[src/rtl/pbx_pkg.sv]
package pbx_pkg;
  localparam int BLK_BYTES   = 10;
  localparam int SEC_BITS    = 5;
  localparam int DRV_LSB     = 4;
  // byte positions inside the fetched block (fetch order)
  localparam int F_CHAN      = 0;
  localparam int F_INSTR     = 1;
  localparam int F_COUNT     = 2;
  localparam int F_TRACK     = 3;
  localparam int F_SECTOR    = 4;
  localparam int F_BUF_LO    = 5;
  localparam int F_BUF_HI    = 6;
  localparam int F_BLOCK     = 7;
  localparam int F_NEXT_LO   = 8;
  localparam int F_NEXT_HI   = 9;

  typedef enum logic [2:0] {
    OP_NOP    = 3'd0,
    OP_SEEK   = 3'd1,
    OP_FORMAT = 3'd2,
    OP_HOME   = 3'd3,
    OP_READ   = 3'd4,
    OP_VERIFY = 3'd5,
    OP_WRITE  = 3'd6,
    OP_WDEL   = 3'd7
  } pbx_op_e;

  typedef enum logic [2:0] {
    ST_IDLE, ST_FETCH, ST_EVAL, ST_XFER, ST_FIN
  } pbx_state_e;

  localparam logic [7:0] ERR_NONE      = 8'h00;
  localparam logic [7:0] ERR_ADDRESS   = 8'h08;
  localparam logic [7:0] ERR_NOT_READY = 8'h80;
endpackage

[src/rtl/pbx_fetch.sv]
module pbx_fetch
  import pbx_pkg::*;
#(
  parameter int ADDR_W = 16
) (
  input  logic                   clk,
  input  logic                   rst,
  input  logic                   launch,
  input  logic [ADDR_W-1:0]      base_addr,
  output logic                   mem_req,
  output logic [ADDR_W-1:0]      mem_addr,
  input  logic                   mem_ack,
  input  logic [7:0]             mem_data,
  output logic [BLK_BYTES*8-1:0] blk_bytes,
  output logic                   fetched
);
  localparam int IDX_W = $clog2(BLK_BYTES);
  localparam logic [IDX_W-1:0] LAST_IDX = IDX_W'(BLK_BYTES - 1);

  logic             active;
  logic [IDX_W-1:0] idx;

  always_ff @(posedge clk) begin
    if (rst) begin
      active    <= 1'b0;
      idx       <= '0;
      mem_req   <= 1'b0;
      mem_addr  <= '0;
      fetched   <= 1'b0;
      blk_bytes <= '0;
    end else begin
      fetched <= 1'b0;
      if (!active) begin
        if (launch) begin
          active   <= 1'b1;
          idx      <= '0;
          mem_addr <= base_addr;
          mem_req  <= 1'b1;
        end
      end else if (mem_req) begin
        if (mem_ack) begin
          blk_bytes[idx*8 +: 8] <= mem_data;
          mem_req <= 1'b0;
          if (idx == LAST_IDX) begin
            active  <= 1'b0;
            fetched <= 1'b1;
          end else begin
            idx      <= idx + IDX_W'(1);
            mem_addr <= mem_addr + ADDR_W'(1);
          end
        end
      end else begin
        mem_req <= 1'b1;
      end
    end
  end
endmodule

[src/rtl/pbx_check.sv]
module pbx_check
  import pbx_pkg::*;
#(
  parameter int NUM_DRIVES = 2,
  parameter int MAX_SECTOR = 26,
  parameter int MAX_TRACK  = 76,
  localparam int DRV_W     = $clog2(NUM_DRIVES)
) (
  input  logic [2:0]            op_raw,
  input  logic [DRV_W-1:0]      drv,
  input  logic [SEC_BITS-1:0]   sector,
  input  logic [7:0]            count,
  input  logic [7:0]            track,
  input  logic [NUM_DRIVES-1:0] drive_ready,
  output pbx_op_e               op,
  output logic                  not_ready,
  output logic                  addr_err
);
  localparam logic [SEC_BITS-1:0] SEC_LIMIT = SEC_BITS'(MAX_SECTOR);
  localparam logic [8:0]          SUM_LIMIT = 9'(MAX_SECTOR + 1);
  localparam logic [7:0]          TRK_LIMIT = 8'(MAX_TRACK);

  logic [8:0] span_end;

  always_comb begin
    op        = pbx_op_e'(op_raw);
    not_ready = ~drive_ready[drv];
    span_end  = {1'b0, count} + 9'(sector);
    addr_err  = (op != OP_HOME) &&
                ((sector == '0) || (sector > SEC_LIMIT) ||
                 (span_end > SUM_LIMIT) || (track > TRK_LIMIT));
  end
endmodule

[src/rtl/pbx_heads.sv]
module pbx_heads
  import pbx_pkg::*;
#(
  parameter int NUM_DRIVES = 2,
  localparam int DRV_W     = $clog2(NUM_DRIVES)
) (
  input  logic                           clk,
  input  logic                           rst,
  input  logic                           wr_en,
  input  logic [DRV_W-1:0]               wr_drv,
  input  logic [7:0]                     wr_track,
  input  logic [SEC_BITS-1:0]            wr_sector,
  output logic [NUM_DRIVES*8-1:0]        head_track,
  output logic [NUM_DRIVES*SEC_BITS-1:0] head_sector
);
  for (genvar d = 0; d < NUM_DRIVES; d++) begin : g_drive
    logic [7:0]          trk_q;
    logic [SEC_BITS-1:0] sec_q;
    always_ff @(posedge clk) begin
      if (rst) begin
        trk_q <= '0;
        sec_q <= '0;
      end else if (wr_en && (wr_drv == DRV_W'(d))) begin
        trk_q <= wr_track;
        sec_q <= wr_sector;
      end
    end
    assign head_track[d*8 +: 8]               = trk_q;
    assign head_sector[d*SEC_BITS +: SEC_BITS] = sec_q;
  end
endmodule

[src/rtl/param_block_exec.sv]
module param_block_exec
  import pbx_pkg::*;
#(
  parameter int ADDR_W     = 16,
  parameter int NUM_DRIVES = 2,
  parameter int MAX_SECTOR = 26,
  parameter int MAX_TRACK  = 76
) (
  input  logic                           clk,
  input  logic                           rst,
  input  logic                           start,
  input  logic [ADDR_W-1:0]              blk_addr,
  output logic                           busy,
  output logic                           mem_req,
  output logic [ADDR_W-1:0]              mem_addr,
  input  logic                           mem_ack,
  input  logic [7:0]                     mem_data,
  input  logic [NUM_DRIVES-1:0]          drive_ready,
  output logic                           xfer_start,
  output logic [2:0]                     xfer_op,
  output logic [$clog2(NUM_DRIVES)-1:0]  xfer_drive,
  output logic [7:0]                     xfer_track,
  output logic [4:0]                     xfer_sector,
  output logic [7:0]                     xfer_count,
  output logic [15:0]                    xfer_buf,
  input  logic                           xfer_done,
  input  logic [7:0]                     xfer_status,
  input  logic                           irq_clr,
  output logic                           done,
  output logic                           irq,
  output logic [1:0]                     result_type,
  output logic [7:0]                     result_byte,
  output logic [NUM_DRIVES*8-1:0]        head_track,
  output logic [NUM_DRIVES*5-1:0]        head_sector
);
  localparam int DRV_W = $clog2(NUM_DRIVES);

  pbx_state_e                 state;
  logic [7:0]                 err_q;
  logic [BLK_BYTES*8-1:0]     blk;
  logic                       fetched;
  logic                       launch;
  pbx_op_e                    op;
  logic                       not_ready;
  logic                       addr_err;
  logic                       head_wr;
  logic [7:0]                 instr;
  logic [7:0]                 sector_raw;
  logic                       unused_fields;

  assign launch     = (state == ST_IDLE) && start;
  assign busy       = (state != ST_IDLE);
  assign instr      = blk[F_INSTR*8 +: 8];
  assign sector_raw = blk[F_SECTOR*8 +: 8];

  assign xfer_op     = instr[2:0];
  assign xfer_drive  = instr[DRV_LSB +: DRV_W];
  assign xfer_track  = blk[F_TRACK*8 +: 8];
  assign xfer_sector = sector_raw[SEC_BITS-1:0];
  assign xfer_count  = blk[F_COUNT*8 +: 8];
  assign xfer_buf    = {blk[F_BUF_HI*8 +: 8], blk[F_BUF_LO*8 +: 8]};

  // fields fetched for completeness but not acted on by this block
  assign unused_fields = ^{blk[F_CHAN*8 +: 8], blk[F_BLOCK*8 +: 8],
                           blk[F_NEXT_LO*8 +: 8], blk[F_NEXT_HI*8 +: 8],
                           instr[7:DRV_LSB+DRV_W], instr[3],
                           sector_raw[7:SEC_BITS]};

  pbx_fetch #(.ADDR_W(ADDR_W)) u_fetch (
    .clk       (clk),
    .rst       (rst),
    .launch    (launch),
    .base_addr (blk_addr),
    .mem_req   (mem_req),
    .mem_addr  (mem_addr),
    .mem_ack   (mem_ack),
    .mem_data  (mem_data),
    .blk_bytes (blk),
    .fetched   (fetched)
  );

  pbx_check #(
    .NUM_DRIVES (NUM_DRIVES),
    .MAX_SECTOR (MAX_SECTOR),
    .MAX_TRACK  (MAX_TRACK)
  ) u_check (
    .op_raw      (xfer_op),
    .drv         (xfer_drive),
    .sector      (xfer_sector),
    .count       (xfer_count),
    .track       (xfer_track),
    .drive_ready (drive_ready),
    .op          (op),
    .not_ready   (not_ready),
    .addr_err    (addr_err)
  );

  assign head_wr = (state == ST_EVAL) && !not_ready && !addr_err &&
                   ((op == OP_SEEK) || (op == OP_HOME));

  pbx_heads #(.NUM_DRIVES(NUM_DRIVES)) u_heads (
    .clk         (clk),
    .rst         (rst),
    .wr_en       (head_wr),
    .wr_drv      (xfer_drive),
    .wr_track    ((op == OP_HOME) ? 8'h00 : xfer_track),
    .wr_sector   (xfer_sector),
    .head_track  (head_track),
    .head_sector (head_sector)
  );

  always_ff @(posedge clk) begin
    if (rst) begin
      state       <= ST_IDLE;
      err_q       <= ERR_NONE;
      xfer_start  <= 1'b0;
      done        <= 1'b0;
      irq         <= 1'b0;
      result_type <= 2'b00;
      result_byte <= 8'h00;
    end else begin
      xfer_start <= 1'b0;
      done       <= 1'b0;
      if (irq_clr) irq <= 1'b0;
      unique case (state)
        ST_IDLE:  if (start) state <= ST_FETCH;
        ST_FETCH: if (fetched) state <= ST_EVAL;
        ST_EVAL: begin
          if (not_ready) begin
            err_q <= ERR_NOT_READY;
            state <= ST_FIN;
          end else if (addr_err) begin
            err_q <= ERR_ADDRESS;
            state <= ST_FIN;
          end else begin
            unique case (op)
              OP_FORMAT, OP_READ, OP_WRITE, OP_WDEL: begin
                xfer_start <= 1'b1;
                state      <= ST_XFER;
              end
              default: begin
                err_q <= ERR_NONE;
                state <= ST_FIN;
              end
            endcase
          end
        end
        ST_XFER: if (xfer_done) begin
          err_q <= xfer_status;
          state <= ST_FIN;
        end
        ST_FIN: begin
          done        <= 1'b1;
          irq         <= 1'b1;
          result_type <= 2'b00;
          result_byte <= err_q;
          state       <= ST_IDLE;
        end
        default: state <= ST_IDLE;
      endcase
    end
  end
endmodule

[config.mk]
export PLATFORM = sky130hd
export DESIGN_NAME = param_block_exec
export DESIGN_NICKNAME = d
export VERILOG_FILES = /design/src/rtl/pbx_pkg.sv /design/src/rtl/pbx_fetch.sv /design/src/rtl/pbx_check.sv /design/src/rtl/pbx_heads.sv /design/src/rtl/param_block_exec.sv
export SDC_FILE = /design/constraint.sdc
export NUM_CORES = 1
export LEC_CHECK = 0
export ABC_AREA = 1
export BUFFER_PORTS_ARGS = -buffer_cell sky130_fd_sc_hd__buf_4
export CORE_MARGIN = 2
export CORE_UTILIZATION = 34
export CTS_CLUSTER_SIZE = 8
export DETAILED_ROUTE_END_ITERATION = 7
export PLACE_DENSITY = 0.57
export SETUP_SLACK_MARGIN = 0.2
export SKIP_LAST_GASP = 1
export SLEW_MARGIN = 10
export SYNTH_ARGS = -nofsm -noshare
export SYNTH_HDL_FRONTEND = slang
export SYNTH_SLANG_ARGS = --single-unit
[constraint.sdc]
create_clock -name clk -period 2.6 [get_ports clk]
set_input_delay 0.26 -clock clk [delete_from_list [all_inputs] [get_ports clk]]
set_output_delay 0.26 -clock clk [all_outputs]
set_load 0.03 [all_outputs]
Word level (Yosys, flattened, before mapping)
Index checks and enable logic that the tools add are counted.
{"block": "word_totals", "output_inout_bits": 98, "input_bits": 40, "regBits": 151, "word_cells": 116}
{"block": "op_classes", "n_addsub": 4, "order_cmp": 4, "n_bitwise": 6, "n_mux": 40, "n_eq_ne": 19, "n_reduce_logical": 25, "shifts": 2}
{"cell": "80-bit bitwise mux", "count": 1}
{"cell": "16-bit two-way mux", "count": 5}
{"cell": "8-bit by 34-bit variable shift with 80-bit output, first input constant", "count": 1}
{"cell": "8-bit by 34-bit variable part select with 80-bit output", "count": 1}
{"cell": "8-bit two-way mux", "count": 5}
{"cell": "7-bit negator with 34-bit output", "count": 1}
{"cell": "4-bit two-way mux", "count": 5}
{"cell": "3-bit two-way mux", "count": 6}
{"cell": "16-bit by 1-bit adder with 16-bit output, second input constant", "count": 1}
{"cell": "1-bit two-way mux", "count": 16}
{"cell": "8-bit case mux with 2 select lines", "count": 1}
{"cell": "3-bit by 2-bit == test with 1-bit output, second input constant", "count": 4}
{"cell": "3-bit == test, second input constant", "count": 4}
{"cell": "3-bit case mux with 4 select lines", "count": 1}
{"cell": "4-bit OR reduction", "count": 3}
{"cell": "8-bit by 5-bit adder with 9-bit output", "count": 1}
{"cell": "9-bit by 5-bit greater-than comparator with 1-bit output, second input constant", "count": 1}
{"cell": "3-bit AND reduction", "count": 3}
{"cell": "8-bit by 7-bit greater-than comparator with 1-bit output, second input constant", "count": 1}
{"cell": "2-bit inequality test, second input constant", "count": 4}
{"cell": "1-bit logical AND", "count": 7}
{"cell": "3-bit by 1-bit == test with 1-bit output, second input constant", "count": 2}
{"cell": "1-bit inverter", "count": 6}
{"cell": "2-bit nonzero test", "count": 3}
{"cell": "13 further kinds", "count": 17}

Depth between registers and ports, before layout
{"block": "logic_depth", "ltp_word": 9, "mapped_depth": 16, "mapped_depth_nobuf": 16}

Hierarchy
A second synthesis with hierarchy kept.
{"block": "unflattened", "hier_cells": 1127, "hier_area_um2": 7559.8}
{"module": "pbx_fetch", "n_inst": 1, "cells_each": 767, "area_each_um2": 5119.9, "seq_area_each_um2": 2062.0}
{"module": "pbx_heads", "n_inst": 1, "cells_each": 145, "area_each_um2": 1064.8, "seq_area_each_um2": 520.5}
{"module": "param_block_exec", "n_inst": 1, "cells_each": 153, "area_each_um2": 1008.5, "seq_area_each_um2": 440.4}
{"module": "pbx_check", "n_inst": 1, "cells_each": 62, "area_each_um2": 366.6, "seq_area_each_um2": 0.0}

Worst setup path before layout
OpenSTA, ideal clock, no wires.
{"block": "synth_path", "path_kind": "register -> register", "start": "register u_fetch.idx[0]", "end": "register u_fetch.blk_bytes[35]", "path_buffers": 3, "stages_incl_launch_ff": 12, "synth_period_minus_slack_ps": 2283, "arrival_time_ps": 2213, "setup_ps": 70, "setup_slack_ps": 317, "path_cell_list": "dfxtp_1 -> buf_6 -> inv_1 -> clkbuf_1 -> ha_1 -> xnor2_2 -> nand3_1 -> or3_1 -> buf_6 -> nor2_8 -> o21ai_0 -> a21oi_1"}
{"block": "synth_via", "elab_chain_len": 3, "word_cells_on_any_way": 4}
{"element": "start: declaration", "line": "pbx_fetch.sv:21", "source": "logic [IDX_W-1:0] idx;"}
{"element": "start signal: assignment", "line": "pbx_fetch.sv:48", "source": "idx <= idx + IDX_W'(1);"}
{"element": "7-bit negator with 34-bit output (*)", "line": "pbx_fetch.sv:42", "source": "blk_bytes[idx*8 +: 8] <= mem_data;"}
{"element": "8-bit by 34-bit variable part select with 80-bit output or 8-bit by 34-bit variable shift with 80-bit output (tied branches)", "line": "pbx_fetch.sv:42"}
{"element": "80-bit bitwise mux (*)", "line": "pbx_fetch.sv:42"}
{"element": "end signal: indexed assignment", "line": "pbx_fetch.sv:42"}
{"element": "end: declaration", "line": "pbx_fetch.sv:14", "source": "output logic [BLK_BYTES*8-1:0] blk_bytes,"}
Every way passes the cells marked *; elsewhere a longest branch is shown, timed or not.
A chain may end at the register's enable or synchronous reset.

Worst setup path in the final report
{"block": "layout_path", "start": "register u_fetch.blk_bytes[33]", "end": "register u_heads.g_drive[1].sec_q[2]"}
{"block": "layout_via", "elab_chain_len": 9, "word_cells_on_any_way": 12}
{"element": "8-bit by 5-bit adder with 9-bit output, or another cell as far along", "line": "pbx_check.sv:28", "source": "span_end = {1'b0, count} + 9'(sector);"}
{"element": "9-bit by 5-bit greater-than comparator with 1-bit output or 1-bit logical OR (tied branches)", "line": "pbx_check.sv:31, pbx_check.sv:30"}
{"element": "1-bit logical OR (*)", "line": "pbx_check.sv:30", "source": "((sector == '0) || (sector > SEC_LIMIT) ||"}
{"element": "1-bit logical OR (*)", "line": "pbx_check.sv:31", "source": "(span_end > SUM_LIMIT) || (track > TRK_LIMIT));"}
{"element": "1-bit logical AND (*)", "line": "pbx_check.sv:29", "source": "addr_err = (op != OP_HOME) &&"}
{"element": "1-bit zero test (*)", "line": "param_block_exec.sv:98", "source": "assign head_wr = (state == ST_EVAL) && !not_ready && !addr_err &&"}
{"element": "1-bit logical AND (*) (2 in a row)", "line": "param_block_exec.sv:98"}
{"element": "1-bit logical AND (*)", "line": "pbx_heads.sv:23", "source": "end else if (wr_en && (wr_drv == DRV_W'(d))) begin"}
{"element": "end signal: assignment", "line": "pbx_heads.sv:25", "source": "sec_q <= wr_sector;"}
{"element": "end: declaration", "line": "pbx_heads.sv:18", "source": "logic [SEC_BITS-1:0] sec_q;"}
Marks and branches as above.

==> flow_summary.toml <==
[clock_tree]
cts_setup_buffers = 0
cts_tree = "built"
clk_pin_slew_ps = 80
cts.sinks = 112
htree_levels = 3
numCtsBuffers = 9
worst_skew_pair.late_latency_ps = 350
cts_max_path_buffers = 2
root_buffer = "clkbuf_16"

[critical_path]
crit_type = "reg2reg"
path_max_fanout = 25
critPathLaunchType = "flip-flop"
cp_top_family = "simple AND/OR/NAND/NOR gates"
path_cells = "ha_1, nand2_1, nor2_1, nand2_1, nand3_1, nand2_1, nand2_1, nor2_1, nand2_1, nand2_2, nand4_2, buf_4, nor2_1, nor2_1"
critPathMaxStageDelay_ps = 500
cp_slowest_cell = "dfxtp_1"
cp.required_ps = 2840
critPathArrivalTime_ps = 2430
cp_num_buf_inv = 1
crit_top_cell = "nand2_1"
r2r_cells = 14
crit_cells = 14
end_kind = "flip-flop"

[timing]
setup_tns_ps = 0
final.min_clock_period_ps = 2190
rsz0062_at_grt = "no"
maxSlewHeadroom = 0.389
fmax_mhz = 457
worst_slew_pin_slew_ps = 914
skew_ps = 7.92
setup_viol = 0
hold_slack_ps = 156
final-hold-violation-count = 0
slew_viol_final = 0
fin_crit_sh = 0.842

[min_path]
hold_depth = 3
hold_class = "in2reg"

[placed_design]
gp_congestion = 0.814
dpl.hpwl_mm = 10.5
portBuffers = 135
dpl.cell_count = 1070

[yosys]
synth_flop_cell = "dfxtp_1"
synth_area_leaders = "dfxtp_1 (42%), nor2_1 (10%), nand2_1 (10%), o21ai_0 (5.8%), inv_1 (5.6%)"
yosys.area.top_type = "dfxtp_1"
synth_edf_count = 0
yosysSeqAreaShare = 0.424
yosysTopAreaCellShare = 0.424
synthCells = 763
ys_types = 37
syn-cell-area_sq_mm = 0.00529
avgSynthCellArea_sq_um = 6.93
ys_seq_elements = 112
ys_async_sr_fraction = 0
yosysWarnings = 0

[route]
wl_per_cell_um = 13.6
firstDrtPassIters = 5
ant_nets = 0
via_per_inst = 4.71
vias = 5119
drc = 0
drt_iter0_drc = 290
wl_mm = 14.7

[grt]
antenna_found_initial = 0
grt_pass1_wl_mm = 23.6
grt_pass1_vias = 4625
gr-total-overflow = 0
grt_usage = 0.179
grt_max_degree = 39

[layout]
regArea_sq_mm = 0.00224
antenna_cells = 0
multi_input_area_sq_mm = 0.00258
fin_nets = 944
layout_common_cells = "buf_4 (151), nor2_1 (145), nand2_1 (142)"
area_delta_synth_final_pct = 29.1
drive_gt1_frac = 0.212
final_core_util = 0.449
layout_commonest_cell = "buf_4"
fillers = 1603
final_cells = 1086

[power_and_ir_drop]
power_uw = 4820
p_leak_uw = 0.00317
irDropWorstVdd_uv = 321
power_density_mw_per_mm2 = 706

[floorplan]
num_rows = 45
core-area_sq_mm = 0.0152
start_util = 0.348
io_pins = 138
dieArea_sq_mm = 0.0166
die_w_um = 129
die_h_um = 129

[flow_run]
max_cap_violations = 0

[outcome]
status = "finished, final reports clean"
## worst register-to-register path, stage by stage (launching register included)
cell,delay (ps)
dfxtp_1,500
ha_1,300
nand2_1,60
nor2_1,50
nand2_1,80
nand3_1,90
nand2_1,80
nand2_1,40
nor2_1,100
nand2_1,80
nand2_2,140
nand4_2,80
buf_4,230
nor2_1,170
nor2_1,60
## cell type report
type | instances | share of cell area
multi-input combinational | 535 | 0.378
sequential | 112 | 0.329
timing repair buffer | 152 | 0.168
inverter | 83 | 0.0462
clock buffer | 11 | 0.0370
tap | 188 | 0.0345
clock inverter | 5 | 0.00807
## power breakdown
group	leakage [uW]	total, uW	switching (uW)	internal (uW)
Combinational	0.00212	1310	844	467
Sequential	0.000908	2060	160	1900
Clock	0.000148	1450	651	798
Total	0.00317	4820	1650	3160
## through the flow
stage / setup slack [ps] / instance area (sq um)
2_1_floorplan: 317 / 5290
3_3_place_gp: 294 / 6490
3_5_place_dp: 252 / 6490
4_1_cts: 240 / 6790
5_1_grt: 225 / 6830
6_report: 410 / 6830
## registers in the layout, summed over array words and instances, names as in the netlist
name and cells:
u_fetch.idx 4, xfer_start 1, done 1, u_fetch.blk_bytes 41, irq 1, result_byte 8, u_fetch.mem_req 1, u_heads.g_drive.trk_q 16
u_heads.g_drive.sec_q 10, state 3, u_fetch.mem_addr 16, u_fetch.active 1, u_fetch.fetched 1, err_q 8
## layer usage
layer,track usage,up-vias,wire length (um)
met5,0,-,0
met4,0.0639,0,231
met3,0.0287,14,625
met2,0.261,119,6260
met1,0.265,2257,7620
li1,-,2729,-
## cell families after synthesis
| kind of cell | share of synthesized area |
|---|---|
| simple gates | 0.289 |
| compound gates | 0.158 |
| fa+ha+maj | 0.0275 |
| other cells | 0.000710 |
| buf+inv | 0.0928 |
| flops | 0.424 |
| xor+xnor | 0.00805 |
## synth_stat cells, types with 2 or more instances
library cell,instances
o21ai_0,61
or2_2,4
inv_2,3
nand2_1,142
a31oi_1,9
nor2_1,146
o21ai_1,2
buf_6,4
ha_1,10
nor3_1,24
a211oi_1,15
dfxtp_1,112
inv_1,79
buf_2,11
xor2_1,3
nand3b_1,2
nand2_2,2
nand4_1,6
buf_4,2
a21oi_1,58
nand3_1,33
o21bai_1,4
clkbuf_1,16
nand4_2,2
## repair_timing
action                                  4_1_cts  5_1_grt
resized for setup                             0        8
endpoints found under the setup margin        0       29
hold buffers                                  0        0
## final timing paths
kind                                                   end  slack [ps]                                     start
setup / recovery  u_heads.g_drive[1].sec_q[2]$_SDFFE_PP0P_         410        u_fetch.blk_bytes[33]$_SDFFE_PP0P_
hold / removal            u_fetch.mem_addr[0]$_SDFFE_PP0P_         160                               blk_addr[0]
setup reg to reg  u_heads.g_drive[1].sec_q[2]$_SDFFE_PP0P_         410        u_fetch.blk_bytes[33]$_SDFFE_PP0P_
hold reg to reg   u_heads.g_drive[0].trk_q[7]$_SDFFE_PP0P_         450  u_heads.g_drive[0].trk_q[7]$_SDFFE_PP0P_
Power figures use the tool's default switching activity.
